[config.mk]
export PLATFORM = sky130hd
export DESIGN_NAME = uart_line_status
export DESIGN_NICKNAME = d
export VERILOG_FILES = /design/src/rtl/lsr_pkg.sv /design/src/rtl/lsr_rx_fifo.sv /design/src/rtl/lsr_err_flags.sv /design/src/rtl/lsr_tx_track.sv /design/src/rtl/uart_line_status.sv
export SDC_FILE = /design/constraint.sdc
export NUM_CORES = 1
export LEC_CHECK = 0
export BUFFER_PORTS_ARGS = -buffer_cell sky130_fd_sc_hd__buf_2
export CAP_MARGIN = 5
export CORE_ASPECT_RATIO = 0.5
export CORE_MARGIN = 3
export CORE_UTILIZATION = 35
export CTS_CLUSTER_SIZE = 28
export DETAILED_ROUTE_END_ITERATION = 16
export MAX_ROUTING_LAYER = met4
export PLACE_DENSITY = 0.46
export SLEW_MARGIN = 5
export SYNTH_ARGS = -nofsm -noshare
export SYNTH_HDL_FRONTEND = slang
export SYNTH_SLANG_ARGS = --single-unit
[constraint.sdc]
create_clock -name clk -period 6.7 [get_ports clk]
set_input_delay 1.34 -clock clk [delete_from_list [all_inputs] [get_ports clk]]
set_output_delay 1.34 -clock clk [all_outputs]
set_load 0.05 [all_outputs]
[src/rtl/lsr_pkg.sv]
// Shared types for the line status block.
// Holds the receive entry layout (character plus three error tags) and the
// bit positions of the status value, which host software decodes.
package lsr_pkg;
    localparam int DATA_W = 8;

    typedef struct packed {
        logic              brk;
        logic              frm;
        logic              par;
        logic [DATA_W-1:0] data;
    } rx_entry_t;

    localparam int B_DR    = 0;
    localparam int B_OE    = 1;
    localparam int B_PE    = 2;
    localparam int B_FE    = 3;
    localparam int B_BI    = 4;
    localparam int B_THRE  = 5;
    localparam int B_TEMT  = 6;
    localparam int B_RXERR = 7;

    // True when an entry carries any error tag.
    function automatic logic entry_bad(input rx_entry_t e);
        return e.brk | e.frm | e.par;
    endfunction
endpackage

[src/rtl/lsr_rx_fifo.sv]
// Receive queue whose entries carry their own error tags.
// Does: stores up to DEPTH entries (1 in holding mode), counts queued errored
//       entries, and reports which entry becomes the head in a given cycle.
// Assumes: fifo_mode changes only while the queue is empty; a push into a
//          full queue is accepted only if a pop frees a slot in that cycle.
module lsr_rx_fifo
    import lsr_pkg::*;
#(
    parameter  int DEPTH = 16,
    localparam int AW    = (DEPTH > 1) ? $clog2(DEPTH) : 1,
    localparam int CW    = $clog2(DEPTH + 1)
) (
    input  logic          clk,
    input  logic          rst_n,
    input  logic          fifo_mode,
    input  logic          push,
    input  rx_entry_t     push_ent,
    input  logic          pop_req,
    output rx_entry_t     head_ent,
    output logic [CW-1:0] count,
    output logic [CW-1:0] err_cnt,
    output logic          arr_valid,
    output rx_entry_t     arr_ent
);
    logic [AW-1:0] rd_ptr, wr_ptr;
    logic [CW-1:0] cap;
    logic          full, pop_ok, push_ok, push_bad, pop_bad;
    rx_entry_t     slot_rd [DEPTH];

    // Next pointer with wrap for any depth.
    function automatic logic [AW-1:0] bump(input logic [AW-1:0] p);
        return (p == AW'(DEPTH - 1)) ? '0 : p + AW'(1);
    endfunction

    assign cap      = fifo_mode ? CW'(DEPTH) : CW'(1);
    assign full     = (count >= cap);
    assign pop_ok   = pop_req && (count != '0);
    assign push_ok  = push && (!full || pop_ok);
    assign head_ent = (count != '0) ? slot_rd[rd_ptr] : '0;
    assign push_bad = push_ok && entry_bad(push_ent);
    assign pop_bad  = pop_ok && entry_bad(head_ent);

    // One storage slot per entry, written when the write pointer selects it.
    for (genvar g = 0; g < DEPTH; g++) begin : g_slot
        rx_entry_t slot_q;
        always_ff @(posedge clk) begin  // capture pushed entry
            if (push_ok && wr_ptr == AW'(g)) slot_q <= push_ent;
        end
        assign slot_rd[g] = slot_q;
    end

    // Work out which entry, if any, becomes the head at this edge.
    always_comb begin
        arr_valid = 1'b0;
        arr_ent   = '0;
        if (push_ok && (count == '0 || (pop_ok && count == CW'(1)))) begin
            arr_valid = 1'b1;
            arr_ent   = push_ent;
        end else if (pop_ok && count > CW'(1)) begin
            arr_valid = 1'b1;
            arr_ent   = slot_rd[bump(rd_ptr)];
        end
    end

    // Pointer, occupancy and errored-entry count update.
    always_ff @(posedge clk) begin
        if (!rst_n) begin
            rd_ptr  <= '0;
            wr_ptr  <= '0;
            count   <= '0;
            err_cnt <= '0;
        end else begin
            if (push_ok) wr_ptr <= bump(wr_ptr);
            if (pop_ok)  rd_ptr <= bump(rd_ptr);
            count   <= count + CW'(push_ok) - CW'(pop_ok);
            err_cnt <= err_cnt + CW'(push_bad) - CW'(pop_bad);
        end
    end


    cap_bound_chk: assert property (@(posedge clk) disable iff (!rst_n)
        count <= CW'(DEPTH));

    drop_full_chk: assert property (@(posedge clk) disable iff (!rst_n)
        (push && full && !pop_req) |=> $stable(count) && $stable(err_cnt));

    err_le_cnt_chk: assert property (@(posedge clk) disable iff (!rst_n)
        err_cnt <= count);
endmodule

[src/rtl/lsr_err_flags.sv]
// Sticky error bits of the line status value.
// Does: latches parity, framing and break tags of each entry as it becomes the
//       head, clears them on a status read, and keeps the queue-wide error
//       summary until a read finds no errored entry queued.
// Assumes: arr_valid/arr_ent come from the receive queue in the same cycle.
module lsr_err_flags
    import lsr_pkg::*;
(
    input  logic      clk,
    input  logic      rst_n,
    input  logic      fifo_mode,
    input  logic      rd_lsr,
    input  logic      arr_valid,
    input  rx_entry_t arr_ent,
    input  logic      err_held,
    output logic      pe,
    output logic      fe,
    output logic      bi,
    output logic      rx_err
);
    logic sum_hold;

    // Sticky head flags: set on arrival, cleared by a status read.
    always_ff @(posedge clk) begin
        if (!rst_n) begin
            pe <= 1'b0;
            fe <= 1'b0;
            bi <= 1'b0;
        end else begin
            pe <= (pe && !rd_lsr) || (arr_valid && arr_ent.par);
            fe <= (fe && !rd_lsr) || (arr_valid && arr_ent.frm);
            bi <= (bi && !rd_lsr) || (arr_valid && arr_ent.brk);
        end
    end

    // Summary hold: kept while errors are queued or until the next read.
    always_ff @(posedge clk) begin
        if (!rst_n) sum_hold <= 1'b0;
        else        sum_hold <= fifo_mode && (err_held || (sum_hold && !rd_lsr));
    end

    assign rx_err = fifo_mode && (err_held || sum_hold);


    rd_clear_chk: assert property (@(posedge clk) disable iff (!rst_n)
        (rd_lsr && !arr_valid) |=> !pe && !fe && !bi);

    head_set_chk: assert property (@(posedge clk) disable iff (!rst_n)
        (arr_valid && arr_ent.par) |=> pe);

    hold_mode_chk: assert property (@(posedge clk) disable iff (!rst_n)
        !fifo_mode |-> !rx_err);
endmodule

[src/rtl/lsr_tx_track.sv]
// Transmit-empty bits and the holding-empty interrupt pulse.
// Does: hides the holding-empty report from the transmit path until that path
//       has taken a host write, derives transmitter empty, and pulses an
//       interrupt when holding-empty rises.
// Assumes: the transmit path drops hold_empty at some point after a write.
module lsr_tx_track (
    input  logic clk,
    input  logic rst_n,
    input  logic wr_thr,
    input  logic hold_empty,
    input  logic shift_empty,
    input  logic thre_ien,
    output logic thre,
    output logic temt,
    output logic irq_thre
);
    logic wr_pend, thre_prev;

    // Pending write: set by the host, cleared once the path shows it is busy.
    always_ff @(posedge clk) begin
        if (!rst_n)          wr_pend <= 1'b0;
        else if (wr_thr)     wr_pend <= 1'b1;
        else if (!hold_empty) wr_pend <= 1'b0;
    end

    // Previous holding-empty value for edge detection.
    always_ff @(posedge clk) begin
        if (!rst_n) thre_prev <= 1'b1;
        else        thre_prev <= thre;
    end

    assign thre     = hold_empty && !wr_pend;
    assign temt     = thre && shift_empty;
    assign irq_thre = thre_ien && thre && !thre_prev;


    wr_thre_chk: assert property (@(posedge clk) disable iff (!rst_n)
        wr_thr |=> !thre);

    wr_temt_chk: assert property (@(posedge clk) disable iff (!rst_n)
        wr_thr |=> !temt);

    irq_once_chk: assert property (@(posedge clk) disable iff (!rst_n)
        irq_thre |=> !irq_thre);
endmodule

[src/rtl/uart_line_status.sv]
// Line status register with an error-tagged receive queue.
// Does: joins the receive queue, sticky error bits and transmit-empty logic
//       into the host-visible status byte and the two interrupt requests.
// Assumes: strobes are single-cycle; fifo_mode changes only when empty.
module uart_line_status
    import lsr_pkg::*;
#(
    parameter int DEPTH = 16
) (
    input  logic              clk,
    input  logic              rst_n,
    input  logic              fifo_mode,
    input  logic              lsr_rd,
    input  logic              rbr_rd,
    input  logic              thr_wr,
    input  logic              rx_push,
    input  logic [DATA_W-1:0] rx_data,
    input  logic              rx_par_err,
    input  logic              rx_frm_err,
    input  logic              rx_brk,
    input  logic              tx_hold_empty,
    input  logic              tx_shift_empty,
    input  logic              ls_irq_en,
    input  logic              thre_irq_en,
    output logic [7:0]        lsr_q,
    output logic [DATA_W-1:0] rbr_q,
    output logic              ls_irq,
    output logic              thre_irq
);
    localparam int CW = $clog2(DEPTH + 1);

    rx_entry_t     push_ent, head_ent, arr_ent;
    logic [CW-1:0] count, err_cnt;
    logic          arr_valid, pe, fe, bi, rx_err, thre, temt;

    assign push_ent = '{brk: rx_brk, frm: rx_frm_err, par: rx_par_err, data: rx_data};

    lsr_rx_fifo #(.DEPTH(DEPTH)) u_fifo (
        .clk(clk), .rst_n(rst_n), .fifo_mode(fifo_mode),
        .push(rx_push), .push_ent(push_ent), .pop_req(rbr_rd),
        .head_ent(head_ent), .count(count), .err_cnt(err_cnt),
        .arr_valid(arr_valid), .arr_ent(arr_ent)
    );

    lsr_err_flags u_flags (
        .clk(clk), .rst_n(rst_n), .fifo_mode(fifo_mode), .rd_lsr(lsr_rd),
        .arr_valid(arr_valid), .arr_ent(arr_ent), .err_held(err_cnt != '0),
        .pe(pe), .fe(fe), .bi(bi), .rx_err(rx_err)
    );

    lsr_tx_track u_tx (
        .clk(clk), .rst_n(rst_n), .wr_thr(thr_wr), .hold_empty(tx_hold_empty),
        .shift_empty(tx_shift_empty), .thre_ien(thre_irq_en),
        .thre(thre), .temt(temt), .irq_thre(thre_irq)
    );

    // Assemble the host-visible status byte.
    always_comb begin
        lsr_q          = '0;
        lsr_q[B_DR]    = (count != '0);
        lsr_q[B_OE]    = 1'b0;
        lsr_q[B_PE]    = pe;
        lsr_q[B_FE]    = fe;
        lsr_q[B_BI]    = bi;
        lsr_q[B_THRE]  = thre;
        lsr_q[B_TEMT]  = temt;
        lsr_q[B_RXERR] = rx_err;
    end

    assign rbr_q  = head_ent.data;
    assign ls_irq = ls_irq_en && (pe || fe || bi);


    dr_push_chk: assert property (@(posedge clk) disable iff (!rst_n)
        (rx_push && !lsr_q[B_DR]) |=> lsr_q[B_DR]);

    ls_irq_chk: assert property (@(posedge clk) disable iff (!rst_n)
        ls_irq |-> ls_irq_en && (lsr_q[4:1] != 4'b0));
endmodule

After elaboration in Yosys (flattened, before gate mapping)
Index checks and enable logic that the tools add are counted.
Storage, ports and cells
  register bits: 200
  latch bits: 0
  memory bits (writable): 0
  bits in read-only memories: 0
  input bits: 22
  output and inout port bits: 18
  word-level logic and storage cells: 178
  memories: 0
Operators by class
  add/sub/neg operators: 6
  multiply operators: 0
  div/mod/pow operators: 0
  $lt $le $gt $ge: 4
  eq/ne operators: 18
  shifts and indexed selects: 0
  multiplexer cells: 16
  bitwise logic cells: 6
  reductions and logical operators: 54
Operator list (number)
  $bmux W11 S4: 2
  $mux W11: 7
  $logic_and A1 B1 Y1: 37
  $eq A4 B4 Y1 const B: 9
  $eq A4 B3 Y1 const B: 4
  $add A5 B1 Y5: 2
  $ge A5 B5 Y1 const B: 2
  $not A4 Y5: 2
  $reduce_bool A5 Y1: 2
  $sub A5 B1 Y5: 2
  $logic_or A1 B1 Y1: 9
  $add A4 B1 Y4 const B: 2
  $eq A4 B2 Y1 const B: 2
  $mux W4: 2
  $eq A5 B1 Y1 const B: 1
  $ge A5 B5 Y1: 1
  $gt A5 B1 Y1 const B: 1
  $logic_not A5 Y1: 1
  $mux W5: 1
  $eq A4 B1 Y1 const B: 1
  $logic_not A1 Y1: 4
  $logic_not A4 Y1: 1
  $mux W1: 4
  $or A1 B1 Y1: 4
  $ne A2 B2 Y1 const B: 1

Depth between registers and ports, before layout
Gate-level depths: netlist of the first run.
  word-level depth: 10
  gate-level depth with buffers: 17

Modules after synthesis
From an unflattened synthesis of the first run, not the netlist that was laid out.
Second synthesis, totals
  cells, all modules: 686
  area total of the unflattened synthesis: 9984.6 µm²
Modules (own cells, without submodules)
  lsr_rx_fifo: times used 1, cells an instance 647, area an instance 9651.8 µm², seq. area each 5645.4 µm²
  lsr_err_flags: times used 1, cells an instance 16, area an instance 156.4 µm², seq. area each 80.1 µm²
  uart_line_status: times used 1, cells an instance 15, area an instance 90.1 µm², seq. area each 0.0 µm²
  lsr_tx_track: times used 1, cells an instance 8, area an instance 86.3 µm², seq. area each 40.0 µm²

Worst setup path before layout of the first run
OpenSTA, ideal clock, no wires.
  path type: input to register
  start point: in fifo_mode
  end point: reg u_fifo.g_slot[0].slot_q[0] in the netlist's numbering, enable pin
  arrival time: 3244 ps
  data required time: 6307 ps
  path slack: 3063 ps
  stages: 8
  buffers on the path: 1
  path through: inv_1 > ha_1 > nor4bb_1 > a32oi_1 > nand2_1 > buf_2 > nand2_1 > nor3_1
Between the ends
  cells in the longest elaborated chain, start to end: 6
RTL lines
  start, declared: RTL line uart_line_status.sv:12  | input logic fifo_mode,
  $mux W5: RTL line lsr_rx_fifo.sv:35  | assign cap = fifo_mode ? CW'(DEPTH) : CW'(1);
  $ge A5 B5 Y1: RTL line lsr_rx_fifo.sv:36  | assign full = (count >= cap);
  $logic_not A1 Y1: RTL line lsr_rx_fifo.sv:38  | assign push_ok = push && (!full || pop_ok);
  $logic_or A1 B1 Y1: RTL line lsr_rx_fifo.sv:38
  $logic_and A1 B1 Y1: RTL line lsr_rx_fifo.sv:38
  named net u_fifo.push_ok: RTL line lsr_rx_fifo.sv:27  | logic full, pop_ok, push_ok, push_bad, pop_bad;
  $logic_and A1 B1 Y1: RTL line lsr_rx_fifo.sv:47  | if (push_ok && wr_ptr == AW'(g)) slot_q <= push_ent;
  end signal, assigned: RTL line lsr_rx_fifo.sv:47
  end, declared: RTL line lsr_rx_fifo.sv:45  | rx_entry_t slot_q;
The timed path passes the listed nets, and every way through them passes these cells.
A chain may end at the register's enable or synchronous reset.

Final worst setup path of the first run
  start point: reg u_fifo.rd_ptr[0]
  end point: out rbr_q[5]
Between the ends
  cells in the longest elaborated chain, start to end: 5
RTL lines
  start, declared: RTL line lsr_rx_fifo.sv:25  | logic [AW-1:0] rd_ptr, wr_ptr;
  start signal, assigned: RTL line lsr_rx_fifo.sv:74  | if (pop_ok) rd_ptr <= bump(rd_ptr);
  $not A4 Y5 (not written as such): RTL line lsr_rx_fifo.sv:39  | assign head_ent = (count != '0) ? slot_rd[rd_ptr] : '0;
  $bmux W11 S4: RTL line lsr_rx_fifo.sv:39
  $mux W11 (not written as such) (2 in series): RTL line lsr_rx_fifo.sv:39
  $mux W11: RTL line lsr_rx_fifo.sv:39
  end, declared: RTL line uart_line_status.sv:26  | output logic [DATA_W-1:0] rbr_q,
No other way between the ends. The select of a mux whose other input is x is not followed.

==> qor.yml, run 1 <==
dr.pass1.iters: 5
cap_violations: 0
drt-initial-drc-count: 360
period_minus_slack_ns: 4.491
cp_cell_sequence: "buf_4 -> mux4_1 -> mux4_2 -> and2_1 -> buf_2"
cts_tree: "yes"
synth_compound_area_share_pct: 5.228
die_area_um2: 27150
core_area_um2: 24320
synth_nets: 571
hold_viol: 0
ant_nets: 0
area_growth_pct: 11.84
synthCells: 524
synth_xor_area_share_pct: 0.7977
max-vdd-ir-drop_v: 0.0001991
grt_start_max_net_pins: 46
clk_pin_slew_worst_paths_ns: 0.07
setup_viol: 0
start_util_pct: 36.11
synth_area_leaders: "edfxtp_1 60%, mux4_2 6.9%, mux4_1 6.9%, dfxtp_1 5.5%, ha_1 3.3%"
synth_top_family_by_area: "multiplexers"
post-route-drc-count: 0
cts-root-buf: "clkbuf_16"
fin_skew_ns: 0.01353
vias: 4720
crit_path_start_kind: "flip-flop"
synth_area_leader_cell: "edfxtp_1"
cts_max_level: 4
fillers: 2213
vias_per_cell: 5.198
slowest_delay_ns: 0.86
p_per_area_nw_per_um2: 370.6
synthArstFlopShare_pct: 0
crit_type: "reg -> out"
drive_above_1_share_pct: 20.28
cts.repair.resized: 0
dieWidth_um: 230.0
io_pins: 40
netlist_area_um2: 8783
overflow: 0
leakage_nw: 3.313
arrival_ns: 3.15
clock-sinks: 200
relSlewSlack_pct: 14.63
slew_violations: 0
grt_setup_unrepaired: "false"
synth.cells.most_frequent: "176 x edfxtp_1, 42 x nor2_1, 27 x mux4_2"
numCtsBuffers: 17
wl_per_cell_um: 22.05
antenna_cells: 0
postCtsSetupRepairBufs: 0
synth_edf_count: 176
ys_seq_area_share_pct: 65.64
yosys.area_share.adder_pct: 3.732
fin_nets: 606
design_area_um2: 9823
post-route-period-util_pct: 67.02
synth_seq_cells: 200
synth_top_area_share_pct: 60.17
tns_ns: 0
dieHeight_um: 118.0
insertion_delay_ns: 0.45
gp_routability_congestion: 0.7587
yosys_most_used_dff: "edfxtp_1"
grt_pass1_vias: 4810
synth.distinct_cells: 60
synthMuxAreaShare_pct: 14.37
clockBufferDepth: 2
fmax_mhz: 222.7
grt_pass1_wl_um: 30350
crit_required_ns: 5.36
dpl.hpwl_um: 13090
numPortBuffers: 38
routed_wl_um: 20020
holdBufCountCts: 0
end_kind: "primary output"
rows: 40
grtUsageTotal_pct: 15.75
antenna_found_initial: 0
critPathMaxFanout: 25
worst_path_max_delay_cell: "dfxtp_2"
post_dp_cell_area_um2: 9253
hold_class: "reg -> reg"
synth_warnings: 0
syn_avg_cell_area_um2: 16.76
yosysMostFrequentCell: "edfxtp_1"
synthSimpleGateAreaFrac_pct: 6.481
worst_slew_pin_slew_ns: 1.276
outcome: "finished clean"
## stage by stage
step / std cells / util, % / hold slack [ns] / setup WS, ns / total power, mW
global placement: 874 / 38.04 / 0.4654 / 2.482 / 2.702
detailed placement: 874 / 38.04 / 0.4763 / 2.425 / 2.698
global route: 908 / 40.39 / 0.5266 / 2.025 / 3.839
finish: 908 / 40.39 / 0.4890 / 2.209 / 3.640
CTS: 906 / 40.30 / 0.4933 / 2.090 / 3.686
floorplan: 524 / - / 0.4518 / 3.063 / 2.435
## report_power, final
group | internal (mW) | switching (mW) | total (mW)
clock | 0.516 | 0.466 | 0.982
combinational | 0.438 | 0.689 | 1.13
sequential | 1.46 | 0.0731 | 1.53
## cell families (layout without fill, tap and decap cells)
kind of cell	after synthesis	count (layout)
buffers and inverters	58	106
adder cells (fa/ha/maj)	25	25
other	1	1
AO/OA/AOI/OAI	65	65
flip-flops	200	200
AND/OR/NAND/NOR	112	112
multiplexers	55	55
XOR/XNOR	8	8
## worst paths after layout
path	startpoint	endpoint	slack [ns]	depth (start not counted)
max	u_fifo.rd_ptr[0]	rbr_q[5]	2.21	5
min	u_tx.wr_pend	u_tx.wr_pend	0.49	2
max reg2reg	u_fifo.rd_ptr[0]	u_fifo.err_cnt[4]	2.90	16
min reg2reg	u_tx.wr_pend	u_tx.wr_pend	0.49	2
## worst max-delay path: cells and delay by family (launching register included)
| kind | cells | cell delay [ns] |
|---|---|---|
| multiplexers | 2 | 1.08 |
| flip-flops | 1 | 0.86 |
| buffers and inverters | 2 | 0.60 |
| AND/OR/NAND/NOR | 1 | 0.17 |
## cell usage in the layout (no fill, tap or decap), drive strengths merged, types with 3 or more instances in the layout
master / Yosys / routed
mux2i: 5 / 5
buf: 22 / 49
ha: 23 / 23
inv: 24 / 29
xor2: 4 / 4
clkinv: 1 / 6
dfxtp: 24 / 24
xnor2: 4 / 4
a21oi: 19 / 19
a21o: 3 / 3
nand2b: 5 / 5
nor4: 8 / 8
mux4: 50 / 50
o21ai: 8 / 8
nor3: 17 / 17
nor2: 42 / 42
a32oi: 4 / 4
a211oi: 7 / 7
nand2: 11 / 11
edfxtp: 176 / 176
a21boi: 4 / 4
and2: 12 / 12
a31oi: 3 / 3
clkbuf: 11 / 19
nand3: 3 / 3
## per-layer routing
| metal | track usage (%) | share of wire, % | vias to the layer above |
|---|---|---|---|
| met5 | - | 0 | - |
| met3 | 3.893 | 4.4 | 17 |
| met4 | 4.160 | 1.4 | 0 |
| met2 | 24.51 | 48 | 98 |
| met1 | 20.79 | 46 | 2473 |
| li1 | - | - | 2132 |
## registers in the layout (all words and copies together) (netlist names)
name and count:
u_flags.fe 1, u_flags.bi 1, u_tx.wr_pend 1, u_fifo.err_cnt 5
u_flags.pe 1, u_fifo.count 5, u_tx.thre_prev 1, u_fifo.g_slot.slot_q 176
u_fifo.rd_ptr 4, u_flags.sum_hold 1, u_fifo.wr_ptr 4
## area by class of cell
| class | count | area [um2] | area share (%) |
|---|---|---|---|
| inverter | 25 | 93.84 | 0.9553 |
| tap | 336 | 420.4 | 4.280 |
| clock inverter | 13 | 116.4 | 1.185 |
| sequential | 200 | 5768 | 58.72 |
| timing repair buffer | 49 | 276.5 | 2.815 |
| multi-input combinational | 266 | 2715 | 27.64 |
| clock buffer | 19 | 432.9 | 4.407 |
Note: power is estimated with default switching activity, not from simulation.
==> run 2: changes to the inputs <==
==> constraint.sdc (replaced) <==
create_clock -name clk -period 4.4 [get_ports clk]
set_input_delay 0.88 -clock clk [delete_from_list [all_inputs] [get_ports clk]]
set_output_delay 0.88 -clock clk [all_outputs]
set_load 0.05 [all_outputs]
==> qor.yml, run 2 (same netlist as run 1, synthesis figures left out) <==
leakage_nw: 3.420  # +3.2%
hold_viol: 0  # unchanged
start_util_pct: 36.11  # unchanged
cap_violations: 0  # unchanged
cts_max_level: 4  # unchanged
arrival_ns: 3.04  # -0.11 ns
drt-initial-drc-count: 294  # -18%
io_pins: 40  # unchanged
largest_register_ffs: 176  # unchanged
layout_commonest_cell: "edfxtp_1"
dieWidth_um: 230.0  # unchanged
clockBufferDepth: 2  # unchanged
crit_type: "reg -> out"
cts_tree: "yes"
post-route-period-util_pct: 88.99
outcome: "finished clean"
relSlewSlack_pct: 43.36  # +29 points
hold_class: "reg -> reg"
final_cell_mix: "176 x edfxtp_1, 42 x nor2_1, 38 x buf_2"
worst_hold_slack_ns: 0.4819  # -0.007125 ns
post-route-drc-count: 0  # unchanged
met1_length_um: 10230  # +10%
top_register: "u_fifo.g_slot.slot_q"
overflow: 0  # unchanged
grtUsageTotal_pct: 15.90  # +0.16 points
setup_viol: 0  # unchanged
p_per_area_nw_per_um2: 565.8  # +53%
wl_met2_um: 8873  # -7.6%
dpl.hpwl_um: 13140  # +0.40%
postCtsSetupRepairBufs: 0  # unchanged
vias_per_cell: 5.167  # -0.61%
cts.repair.resized: 0  # unchanged
max-vdd-ir-drop_v: 0.0003088  # +55%
grt_setup_unrepaired: "false"
route.met3.wl_um: 895  # +2.6%
fin_nets: 622  # +2.6%
period_minus_slack_ns: 3.915
numPortBuffers: 38  # unchanged
grt_pass1_vias: 4742  # -1.4%
antenna_cells: 0  # unchanged
vias: 4774  # +1.1%
reg_top3: "u_fifo.g_slot.slot_q x176, u_fifo.count x5, u_fifo.err_cnt x5"
dr.pass1.iters: 4  # -1
insertion_delay_ns: 0.45  # about the same
grt_pass1_wl_um: 30490  # +0.48%
antenna_found_initial: 0  # unchanged
crit_required_ns: 3.52  # -1.84 ns
routed_wl_um: 20190  # +0.84%
grt_start_max_net_pins: 28  # -39%
core_area_um2: 24320  # unchanged
area_growth_pct: 13.59
slew_violations: 0  # unchanged
clk_pin_slew_worst_paths_ns: 0.07  # about the same
end_kind: "primary output"
critPathMaxFanout: 19  # -24%
wl_per_cell_um: 21.85  # -0.90%
cts-root-buf: "clkbuf_16"
fin_skew_ns: 0.007810  # -0.005722 ns
tns_ns: 0  # unchanged
holdBufCountCts: 0  # unchanged
die_area_um2: 27150  # unchanged
ant_nets: 0  # unchanged
rows: 40  # unchanged
crit_path_start_kind: "flip-flop"
worst_slew_pin_slew_ns: 0.8486  # -0.4272 ns
routed.top_layer: "met4"
clock-sinks: 200  # unchanged
drive_above_1_share_pct: 22.45  # +2.2 points
numCtsBuffers: 17  # unchanged
fmax_mhz: 255.4
dieHeight_um: 118.0  # unchanged
gp_routability_congestion: 0.7876  # +3.8%
## run 2: where the power goes
| group | total, mW | internal, mW | switching, mW |
|---|---|---|---|
| Combinational | 1.71 | 0.676 | 1.03 |
| Clock | 1.60 | 0.851 | 0.746 |
| Sequential | 2.34 | 2.22 | 0.121 |
## run 2: cell type report
type | instances | area, um2
clock buffers | 17 | 425.4
repair buffers | 65 | 392.9
clock inverters | 15 | 163.9
fillers | 2241 | 14350
inverters | 25 | 93.84
multi-input cells | 266 | 2713
well taps | 336 | 420.4
flip-flops and latches | 200 | 5768
## run 2: stage by stage
| stage | util, % | cell area (um2) | setup slack (ns) | std cells | power (mW) |
|---|---|---|---|---|---|
| floorplan | - | 8783 | 1.223 | 524 | 3.708 |
| global placement | 38.60 | 9388 | 0.8925 | 892 | 4.128 |
| detailed placement | 38.60 | 9388 | 0.8472 | 892 | 4.110 |
| CTS | 41.02 | 9977 | 0.4315 | 924 | 5.708 |
| global route | 41.02 | 9977 | 0.3461 | 924 | 5.944 |
| finish | 41.02 | 9977 | 0.4846 | 924 | 5.645 |
## run 2: path summary, 6_finish.rpt
kind | start | endpoint | slack (ns) | cells after the start
setup reg to reg | u_fifo.count[3] | u_fifo.err_cnt[4] | 0.83 | 15
hold reg to reg | u_tx.wr_pend | u_tx.wr_pend | 0.48 | 2
setup / recovery | u_fifo.rd_ptr[0] | rbr_q[7] | 0.48 | 5
hold / removal | u_tx.wr_pend | u_tx.wr_pend | 0.48 | 2
## run 2: worst max-delay path: stages (launching register included)
cell and delay, ns:
dfxtp_2 0.66, buf_4 0.44, mux4_1 0.64, mux4_2 0.47
and2_1 0.16, buf_2 0.20
## run 2: routing by layer
metal	vias to the layer above	global-route usage, %
met5	-	-
met4	0	3.694
met3	16	4.255
met2	76	22.76
met1	2516	22.68
li1	2166	-
